==> src/rtl/i2c_ee_pkg.sv <==
package i2c_ee_pkg;

  typedef enum logic [3:0] {
    ST_IDLE,
    ST_DEV,
    ST_DEV_ACK,
    ST_WADDR,
    ST_WADDR_ACK,
    ST_WDATA,
    ST_WDATA_ACK,
    ST_RDATA,
    ST_RACK
  } ee_state_e;

  localparam logic [3:0] DEV_TYPE = 4'b1010;
  localparam int BYTE_W = 8;

endpackage

==> src/rtl/i2c_ee_rst_sync.sv <==
module i2c_ee_rst_sync #(
  parameter int STAGES = 2
) (
  input  logic clk,
  input  logic rst_n_i,
  output logic rst_n_o
);

  logic [STAGES-1:0] chain_q;

  always_ff @(posedge clk or negedge rst_n_i) begin
    if (!rst_n_i) begin
      chain_q <= '0;
    end else begin
      chain_q <= {chain_q[STAGES-2:0], 1'b1};
    end
  end

  assign rst_n_o = chain_q[STAGES-1];

endmodule

==> src/rtl/i2c_ee_sync.sv <==
module i2c_ee_sync #(
  parameter int STAGES = 2
) (
  input  logic clk,
  input  logic rst_n,
  input  logic d_i,
  output logic lvl_o,
  output logic prev_o
);

  logic [STAGES-1:0] pipe_q;
  logic              prev_q;

  always_ff @(posedge clk or negedge rst_n) begin
    if (!rst_n) begin
      pipe_q <= '1;
      prev_q <= 1'b1;
    end else begin
      pipe_q <= {pipe_q[STAGES-2:0], d_i};
      prev_q <= pipe_q[STAGES-1];
    end
  end

  assign lvl_o  = pipe_q[STAGES-1];
  assign prev_o = prev_q;

endmodule

==> src/rtl/i2c_ee_mem.sv <==
module i2c_ee_mem #(
  parameter int ADDR_W = 9,
  parameter int DATA_W = 8
) (
  input  logic              clk,
  input  logic              we_i,
  input  logic [ADDR_W-1:0] addr_i,
  input  logic [DATA_W-1:0] wdata_i,
  output logic [DATA_W-1:0] rdata_o
);

  localparam int DEPTH = 1 << ADDR_W;

  logic [DATA_W-1:0] cell_q [DEPTH];

  always_ff @(posedge clk) begin
    if (we_i) begin
      cell_q[addr_i] <= wdata_i;
    end
  end

  assign rdata_o = cell_q[addr_i];

endmodule

==> src/rtl/i2c_ee_fsm.sv <==
module i2c_ee_fsm
  import i2c_ee_pkg::*;
#(
  parameter int ADDR_W = 9
) (
  input  logic              clk,
  input  logic              rst_n,
  input  logic              scl_lvl,
  input  logic              scl_prev,
  input  logic              sda_lvl,
  input  logic              sda_prev,
  input  logic              wp_i,
  input  logic [BYTE_W-1:0] mem_rdata_i,
  output logic              mem_we_o,
  output logic [ADDR_W-1:0] mem_addr_o,
  output logic [BYTE_W-1:0] mem_wdata_o,
  output logic              start_o,
  output logic              stop_o,
  output logic              sda_oe_o
);

  localparam int UPPER_W = ADDR_W - BYTE_W;
  localparam int PAD_LO  = UPPER_W + 1;
  localparam logic [3:0] BITS_IN = 4'd8;
  localparam logic [3:0] BITS_OUT_LAST = 4'd7;

  ee_state_e           state_q, state_d;
  logic [3:0]          cnt_q, cnt_d;
  logic [BYTE_W-1:0]   sh_q, sh_d;
  logic [BYTE_W-1:0]   tx_q, tx_d;
  logic [ADDR_W-1:0]   ptr_q, ptr_d;
  logic [UPPER_W-1:0]  hi_q, hi_d;
  logic                rw_q, rw_d;
  logic                mack_q, mack_d;
  logic                we;

  logic scl_rise, scl_fall, start_evt, stop_evt, dev_match, byte_done;

  assign scl_rise  = scl_lvl & ~scl_prev;
  assign scl_fall  = ~scl_lvl & scl_prev;
  assign start_evt = scl_lvl & scl_prev & sda_prev & ~sda_lvl;
  assign stop_evt  = scl_lvl & scl_prev & ~sda_prev & sda_lvl;
  assign dev_match = (sh_q[7:4] == DEV_TYPE) && (sh_q[3:PAD_LO] == '0);
  assign byte_done = scl_fall && (cnt_q == BITS_IN);

  always_comb begin
    state_d = state_q;
    cnt_d   = cnt_q;
    sh_d    = sh_q;
    tx_d    = tx_q;
    ptr_d   = ptr_q;
    hi_d    = hi_q;
    rw_d    = rw_q;
    mack_d  = mack_q;
    we      = 1'b0;
    if (stop_evt) begin
      state_d = ST_IDLE;
    end else if (start_evt) begin
      state_d = ST_DEV;
      cnt_d   = '0;
    end else begin
      unique case (state_q)
        ST_IDLE: begin
          state_d = ST_IDLE;
        end
        ST_DEV, ST_WADDR, ST_WDATA: begin
          if (scl_rise) begin
            sh_d  = {sh_q[BYTE_W-2:0], sda_lvl};
            cnt_d = cnt_q + 4'd1;
          end else if (byte_done) begin
            cnt_d = '0;
            if (state_q == ST_DEV) begin
              if (dev_match) begin
                hi_d    = sh_q[UPPER_W:1];
                rw_d    = sh_q[0];
                state_d = ST_DEV_ACK;
              end else begin
                state_d = ST_IDLE;
              end
            end else if (state_q == ST_WADDR) begin
              ptr_d   = {hi_q, sh_q};
              state_d = ST_WADDR_ACK;
            end else begin
              we      = ~wp_i;
              ptr_d   = ptr_q + ADDR_W'(1);
              state_d = ST_WDATA_ACK;
            end
          end
        end
        ST_DEV_ACK: begin
          if (scl_fall) begin
            cnt_d = '0;
            if (rw_q) begin
              tx_d    = mem_rdata_i;
              ptr_d   = ptr_q + ADDR_W'(1);
              state_d = ST_RDATA;
            end else begin
              state_d = ST_WADDR;
            end
          end
        end
        ST_WADDR_ACK, ST_WDATA_ACK: begin
          if (scl_fall) begin
            cnt_d   = '0;
            state_d = ST_WDATA;
          end
        end
        ST_RDATA: begin
          if (scl_fall) begin
            if (cnt_q == BITS_OUT_LAST) begin
              cnt_d   = '0;
              state_d = ST_RACK;
            end else begin
              tx_d  = {tx_q[BYTE_W-2:0], 1'b0};
              cnt_d = cnt_q + 4'd1;
            end
          end
        end
        ST_RACK: begin
          if (scl_rise) begin
            mack_d = ~sda_lvl;
          end else if (scl_fall) begin
            if (mack_q) begin
              tx_d    = mem_rdata_i;
              ptr_d   = ptr_q + ADDR_W'(1);
              state_d = ST_RDATA;
            end else begin
              state_d = ST_IDLE;
            end
          end
        end
        default: begin
          state_d = ST_IDLE;
        end
      endcase
    end
  end

  always_ff @(posedge clk or negedge rst_n) begin
    if (!rst_n) begin
      state_q <= ST_IDLE;
      cnt_q   <= '0;
      sh_q    <= '0;
      tx_q    <= '0;
      ptr_q   <= '0;
      hi_q    <= '0;
      rw_q    <= 1'b0;
      mack_q  <= 1'b0;
    end else begin
      state_q <= state_d;
      cnt_q   <= cnt_d;
      sh_q    <= sh_d;
      tx_q    <= tx_d;
      ptr_q   <= ptr_d;
      hi_q    <= hi_d;
      rw_q    <= rw_d;
      mack_q  <= mack_d;
    end
  end

  always_comb begin
    unique case (state_q)
      ST_DEV_ACK, ST_WADDR_ACK, ST_WDATA_ACK: sda_oe_o = 1'b1;
      ST_RDATA:                               sda_oe_o = ~tx_q[BYTE_W-1];
      default:                                sda_oe_o = 1'b0;
    endcase
  end

  assign mem_we_o    = we;
  assign mem_addr_o  = ptr_q;
  assign mem_wdata_o = sh_q;
  assign start_o     = start_evt;
  assign stop_o      = stop_evt;

endmodule

==> src/rtl/i2c_ee_target.sv <==
module i2c_ee_target
  import i2c_ee_pkg::*;
#(
  parameter bit WIDE_MEM    = 1'b0,
  parameter int SYNC_STAGES = 2
) (
  input  logic clk,
  input  logic rst_n,
  input  logic scl_i,
  input  logic sda_i,
  input  logic wp_i,
  output logic sda_oe_o
);

  localparam int ADDR_W = WIDE_MEM ? 10 : 9;
  localparam int N_PINS = 2;

  logic              rst_sync_n;
  logic [N_PINS-1:0] pin_raw, pin_lvl, pin_prev;
  logic              scl_lvl, scl_prev, sda_lvl, sda_prev;
  logic              start_evt, stop_evt;
  logic              mem_we;
  logic [ADDR_W-1:0] mem_addr;
  logic [BYTE_W-1:0] mem_wdata, mem_rdata;

  i2c_ee_rst_sync #(.STAGES(2)) u_rst_sync (
    .clk     (clk),
    .rst_n_i (rst_n),
    .rst_n_o (rst_sync_n)
  );

  assign pin_raw = {sda_i, scl_i};

  for (genvar g = 0; g < N_PINS; g++) begin : g_pin_sync
    i2c_ee_sync #(.STAGES(SYNC_STAGES)) u_sync (
      .clk    (clk),
      .rst_n  (rst_sync_n),
      .d_i    (pin_raw[g]),
      .lvl_o  (pin_lvl[g]),
      .prev_o (pin_prev[g])
    );
  end

  assign scl_lvl  = pin_lvl[0];
  assign scl_prev = pin_prev[0];
  assign sda_lvl  = pin_lvl[1];
  assign sda_prev = pin_prev[1];

  i2c_ee_fsm #(.ADDR_W(ADDR_W)) u_fsm (
    .clk         (clk),
    .rst_n       (rst_sync_n),
    .scl_lvl     (scl_lvl),
    .scl_prev    (scl_prev),
    .sda_lvl     (sda_lvl),
    .sda_prev    (sda_prev),
    .wp_i        (wp_i),
    .mem_rdata_i (mem_rdata),
    .mem_we_o    (mem_we),
    .mem_addr_o  (mem_addr),
    .mem_wdata_o (mem_wdata),
    .start_o     (start_evt),
    .stop_o      (stop_evt),
    .sda_oe_o    (sda_oe_o)
  );

  i2c_ee_mem #(.ADDR_W(ADDR_W), .DATA_W(BYTE_W)) u_mem (
    .clk     (clk),
    .we_i    (mem_we),
    .addr_i  (mem_addr),
    .wdata_i (mem_wdata),
    .rdata_o (mem_rdata)
  );

endmodule

==> config.mk <==
export PLATFORM = sky130hd
export DESIGN_NAME = i2c_ee_target
export DESIGN_NICKNAME = d
export VERILOG_FILES = /design/src/rtl/i2c_ee_pkg.sv /design/src/rtl/i2c_ee_rst_sync.sv /design/src/rtl/i2c_ee_sync.sv /design/src/rtl/i2c_ee_mem.sv /design/src/rtl/i2c_ee_fsm.sv /design/src/rtl/i2c_ee_target.sv
export SDC_FILE = /design/constraint.sdc
export NUM_CORES = 2
export LEC_CHECK = 0
export BUFFER_PORTS_ARGS = -buffer_cell sky130_fd_sc_hd__buf_2
export CORE_MARGIN = 4
export CORE_UTILIZATION = 45
export DETAILED_ROUTE_END_ITERATION = 7
export RECOVER_POWER = 100
export SLEW_MARGIN = 5
export SYNTH_ARGS = -nofsm -noshare
export SYNTH_HDL_FRONTEND = slang
export SYNTH_SLANG_ARGS = --single-unit
==> constraint.sdc <==
create_clock -name clk -period 1.69 [get_ports clk]
set_clock_uncertainty 0.1 [all_clocks]
set_input_delay 0.169 -clock clk [delete_from_list [all_inputs] [get_ports clk]]
set_output_delay 0.169 -clock clk [all_outputs]
set_load 0.01 [all_outputs]
==> impl_metrics.csv <==
group,metric,value,unit
timing,min_period,3580,ps
timing,rsz0062_at_grt,"true",
global_route,grt_pass1_vias,90300,
placement,hpwl,330000,um
power,power.density,1030,mW/mm2
setup_path,crit_slowest_cell,"o211ai_1",
power,ir_drop,0.000976,V
power,switchingPower,41.3,mW
setup_path,cp-end-kind,"flip-flop",
setup_path,cp_num_buf_inv,6,
synthesis,netlist_area,0.161,mm2
cells_and_area,drive_above_1_share,37.8,%
global_route,grt_pass1_wl,704000,um
timing,finalSetupViolCount,7171,
synthesis,synth_common_cells,"edfxtp_1, mux4_2, nor2_1",
cts,clk_path_buf_depth,4,
synthesis,synth.net_count,7886,
placement,dp_cells,14100,
setup_path,cp_cell_sequence,"buf_12 -> buf_8 -> buf_12 -> nor2b_4 -> buf_12 -> buf_12 -> a22oi_2 -> a22oi_1 -> o211ai_1 -> buf_4 -> a22oi_2 -> nand4_1 -> nor4_2 -> a21oi_1",
floorplanning,fp-row-count,219,
setup_path,crit_arrival,4380,ps
cts,h-tree-depth,5,
worst_hold_path,hold_path_class,"input pin to flip-flop",
cells_and_area,fin_cells,15000,
power,p_int,166,mW
global_route,antenna_found_initial,24,
timing,worst_pin_slew,1450,ps
detailed_routing,first_pass_iters,7,
synthesis,ys_ff_latch,4140,
timing,timing.fmax,0.280,GHz
synthesis,ys_top_cells_by_area,"edfxtp_1, mux4_2, mux2i_1, nor2_1, a22oi_1",
worst_hold_path,min-delay-start,"wp_i",
power,p_comb_share,1.0,%
placement,dp_slack,-2190,ps
cells_and_area,areaGrowthSynthToFinish,24.4,%
flow_run,maxCapViolations,0,
power,power_frac_clock,44.6,%
synthesis,syn_avg_cell_area,20.5,um2
cts,clkSinkCount,4140,
setup_path,ff2ff_setup_slack,-1890,ps
synthesis,yosysWarnings,0,
synthesis,seq_area_frac_synth,76.9,%
worst_hold_path,holdPathEnd,"u_mem.cell_q[469][3]$_DFFE_PP_",
worst_hold_path,hold_depth,6,
synthesis,synth_edf_count,4096,
status,failed_checks,"negative setup slack",
synthesis,ys_types,66,
timing,period_share,212,%
floorplanning,ios,6,
synthesis,synth_top_area_share,76.2,%
timing,relSlewSlack,3.07,%
setup_path,worst_path_most_repeated_cell,"buf_12",
floorplanning,die_x,607,um
setup_path,crit_fanout,6,
cells_and_area,final_util,56.3,%
placement,gp_congestion,0.946,
cts,clk-insertion-delay-late,990,ps
power,seqPwrFrac,54.5,%
timing,finalSetupTns,-5770690,ps
detailed_routing,drt_iter0_markers,13300,
timing,worst_hold_slack,89.8,ps
detailed_routing,drc,0,
detailed_routing,viasPerCell,6.08,
detailed_routing,vias,91400,
setup_path,timing.rr.start,"u_fsm.mem_addr_o[0]$_DFFE_PN0P_",
floorplanning,die-height,607,um
setup_path,r2r_end,"u_fsm.tx_q[6]$_DFFE_PN0P_",
setup_path,critPathRequiredTime,2490,ps
synthesis,synth_top_cell_by_area,"edfxtp_1",
floorplanning,core_area,0.356,mm2
power,leakage,66.2,nW
cts,cts_tree,"yes",
power,power,207,mW
timing,drv_slew,0,
detailed_routing,wl_per_cell,33.6,um
detailed_routing,wirelength,505000,um
synthesis,synth_cells,7875,
synthesis,synthMostInstantiatedCell,"edfxtp_1",
setup_path,cp-start-kind,"flip-flop",
status,status,"complete, but fails checks",
timing,finalHoldViolCount,0,
cts,cts_inserted_buffers,422,
power,switching_share,20.0,%
cts,clk_pin_slew,60,ps
timing,setup_slack,-1890,ps
detailed_routing,antenna_left,0,
floorplanning,die_area,0.368,mm2
synthesis,synth_ff_type,"edfxtp_1",
global_route,grt_usage,27.0,%
global_route,grt_max_degree,185,
setup_path,critPathKind,"flip-flop to flip-flop",
setup_path,slowest_delay,620,ps
global_route,grt_remaining_overflow,0,
placement,post_dp_cell_area,0.183,mm2
floorplanning,initial_core_util,45.3,%
cells_and_area,finalNetCount,9926,
placement,numPortBuffers,5,
setup_path,r2r.worst_path.cells,14,
cells_and_area,fin_area,0.201,mm2
setup_path,cp_top_family,"compound AO/OA/AOI/OAI gates",
cts,root_buffer,"clkbuf_16",
synthesis,async_flop_share,1.06,%
==> worst register-to-register path: stages, from the launching register on <==
cell      delay, ps
dfrtp_4         490
buf_12          160
buf_8           130
buf_12          120
nor2b_4         130
buf_12          150
buf_12          170
a22oi_2         400
a22oi_1         170
o211ai_1        620
buf_4           270
a22oi_2         110
nand4_1         200
nor4_2           80
a21oi_1         200
==> how the worst max path moves through the flow <==
stage / start / to / slack [ps] / depth (start not counted)
finish: u_fsm.mem_addr_o[0]$_DFFE_PN0P_ / u_fsm.tx_q[6]$_DFFE_PN0P_ / -1890 / 14
global route: u_fsm.mem_addr_o[0]$_DFFE_PN0P_ / u_fsm.tx_q[7]$_DFFE_PN0P_ / -1820 / 14
CTS: u_fsm.mem_addr_o[0]$_DFFE_PN0P_ / u_fsm.tx_q[6]$_DFFE_PN0P_ / -1760 / 10
detailed placement: u_fsm.mem_addr_o[0]$_DFFE_PN0P_ / u_fsm.tx_q[6]$_DFFE_PN0P_ / -2190 / 12
global placement: u_fsm.mem_addr_o[0]$_DFFE_PN0P_ / u_fsm.tx_q[6]$_DFFE_PN0P_ / -2260 / 12
floorplan: u_fsm.mem_wdata_o[7]$_DFFE_PN0P_ / u_fsm.rw_q$_DFFE_PN0P_ / -1850 / 4
==> power by group through the flow <==
stage	Clock [mW]	Sequential (mW)	Combinational (mW)
after floorplan	0	116	0.0475
after global placement	0	115	1.91
after detailed placement	0	115	2.04
after CTS	93.4	113	2.06
after global routing	98.0	113	2.10
final	92.3	113	1.99
==> logic make-up after synthesis <==
kind of cell	Yosys count	synth area share, %
buffers and inverters	500	1.63
flip-flops	4140	76.9
multiplexers	1382	15.5
AND/OR/NAND/NOR	1199	3.14
other	1	0.00232
adder cells (fa/ha/maj)	6	0.0465
XOR/XNOR	1	0.00543
AO/OA/AOI/OAI	646	2.80
==> cells in the final DEF (no fill, tap or decap), drive strengths merged, types with 8 or more instances in the layout <==
cell      netlist  routed
mux2           42      42
diode           0       8
a41oi           9       9
o221ai         25      25
a22oi         186     186
nand3         106     106
a32oi          32      32
and2            9       9
nand4          39      39
clkinvlp        0      16
mux4          885     885
buf           346    2061
nor4           22      22
mux2i         455     455
a211oi         14      14
o22ai          47      47
a22o           11      11
a31oi          35      35
dfrtp          38      38
clkinv          2     195
nand2         313     315
a21oi          96      96
nand2b         15      15
and3           10      10
a221oi         37      37
clkbuf        139     540
o21ai          71      71
nor2b          14      14
o2111ai         9       9
bufinv          0      40
o211ai         42      42
inv            13      30
edfxtp       4096    4096
nor3           34      34
nor2          608     608
==> metal layers <==
metal	vias to the layer above	track usage, %	wire length (um)
li1	36800	-	-
met1	48400	37.9	195000
met2	5232	41.7	235000
met3	985	5.76	51500
met4	6	10.8	23600
met5	-	0	38
==> sequential cells by signal (all words and copies together), names as in the netlist <==
signal                    count
u_mem.cell_q               4096
g_pin_sync.u_sync.pipe_q      4
u_fsm.hi_q                    1
u_fsm.rw_q                    1
u_rst_sync.chain_q            2
u_fsm.cnt_q                   4
u_fsm.state_q                 4
u_fsm.mem_wdata_o             8
u_fsm.mem_addr_o              9
g_pin_sync.u_sync.prev_o      2
u_fsm.tx_q                    8
u_fsm.mack_q                  1
==> what timing repair did <==
action,in CTS,in global routing
setup buffers,76,67
resized for setup,344,194
hold endpoints to repair,6,0
pin swaps,44,63
hold buffers,7,0
setup endpoints to repair,4575,4747
gates cloned,18,4
==> layout make-up <==
| cell class | instances | area [um2] |
|---|---|---|
| fillers | 26500 | 156000 |
| flip-flops and latches | 4140 | 124000 |
| multi-input cells | 3237 | 36300 |
| repair buffers | 2099 | 20700 |
| clock buffers | 514 | 11000 |
| well taps | 4751 | 5940 |
| clock inverters | 266 | 2570 |
| inverters | 15 | 85.1 |
| diodes | 8 | 20.0 |
Note: power is estimated with default switching activity, not from simulation.
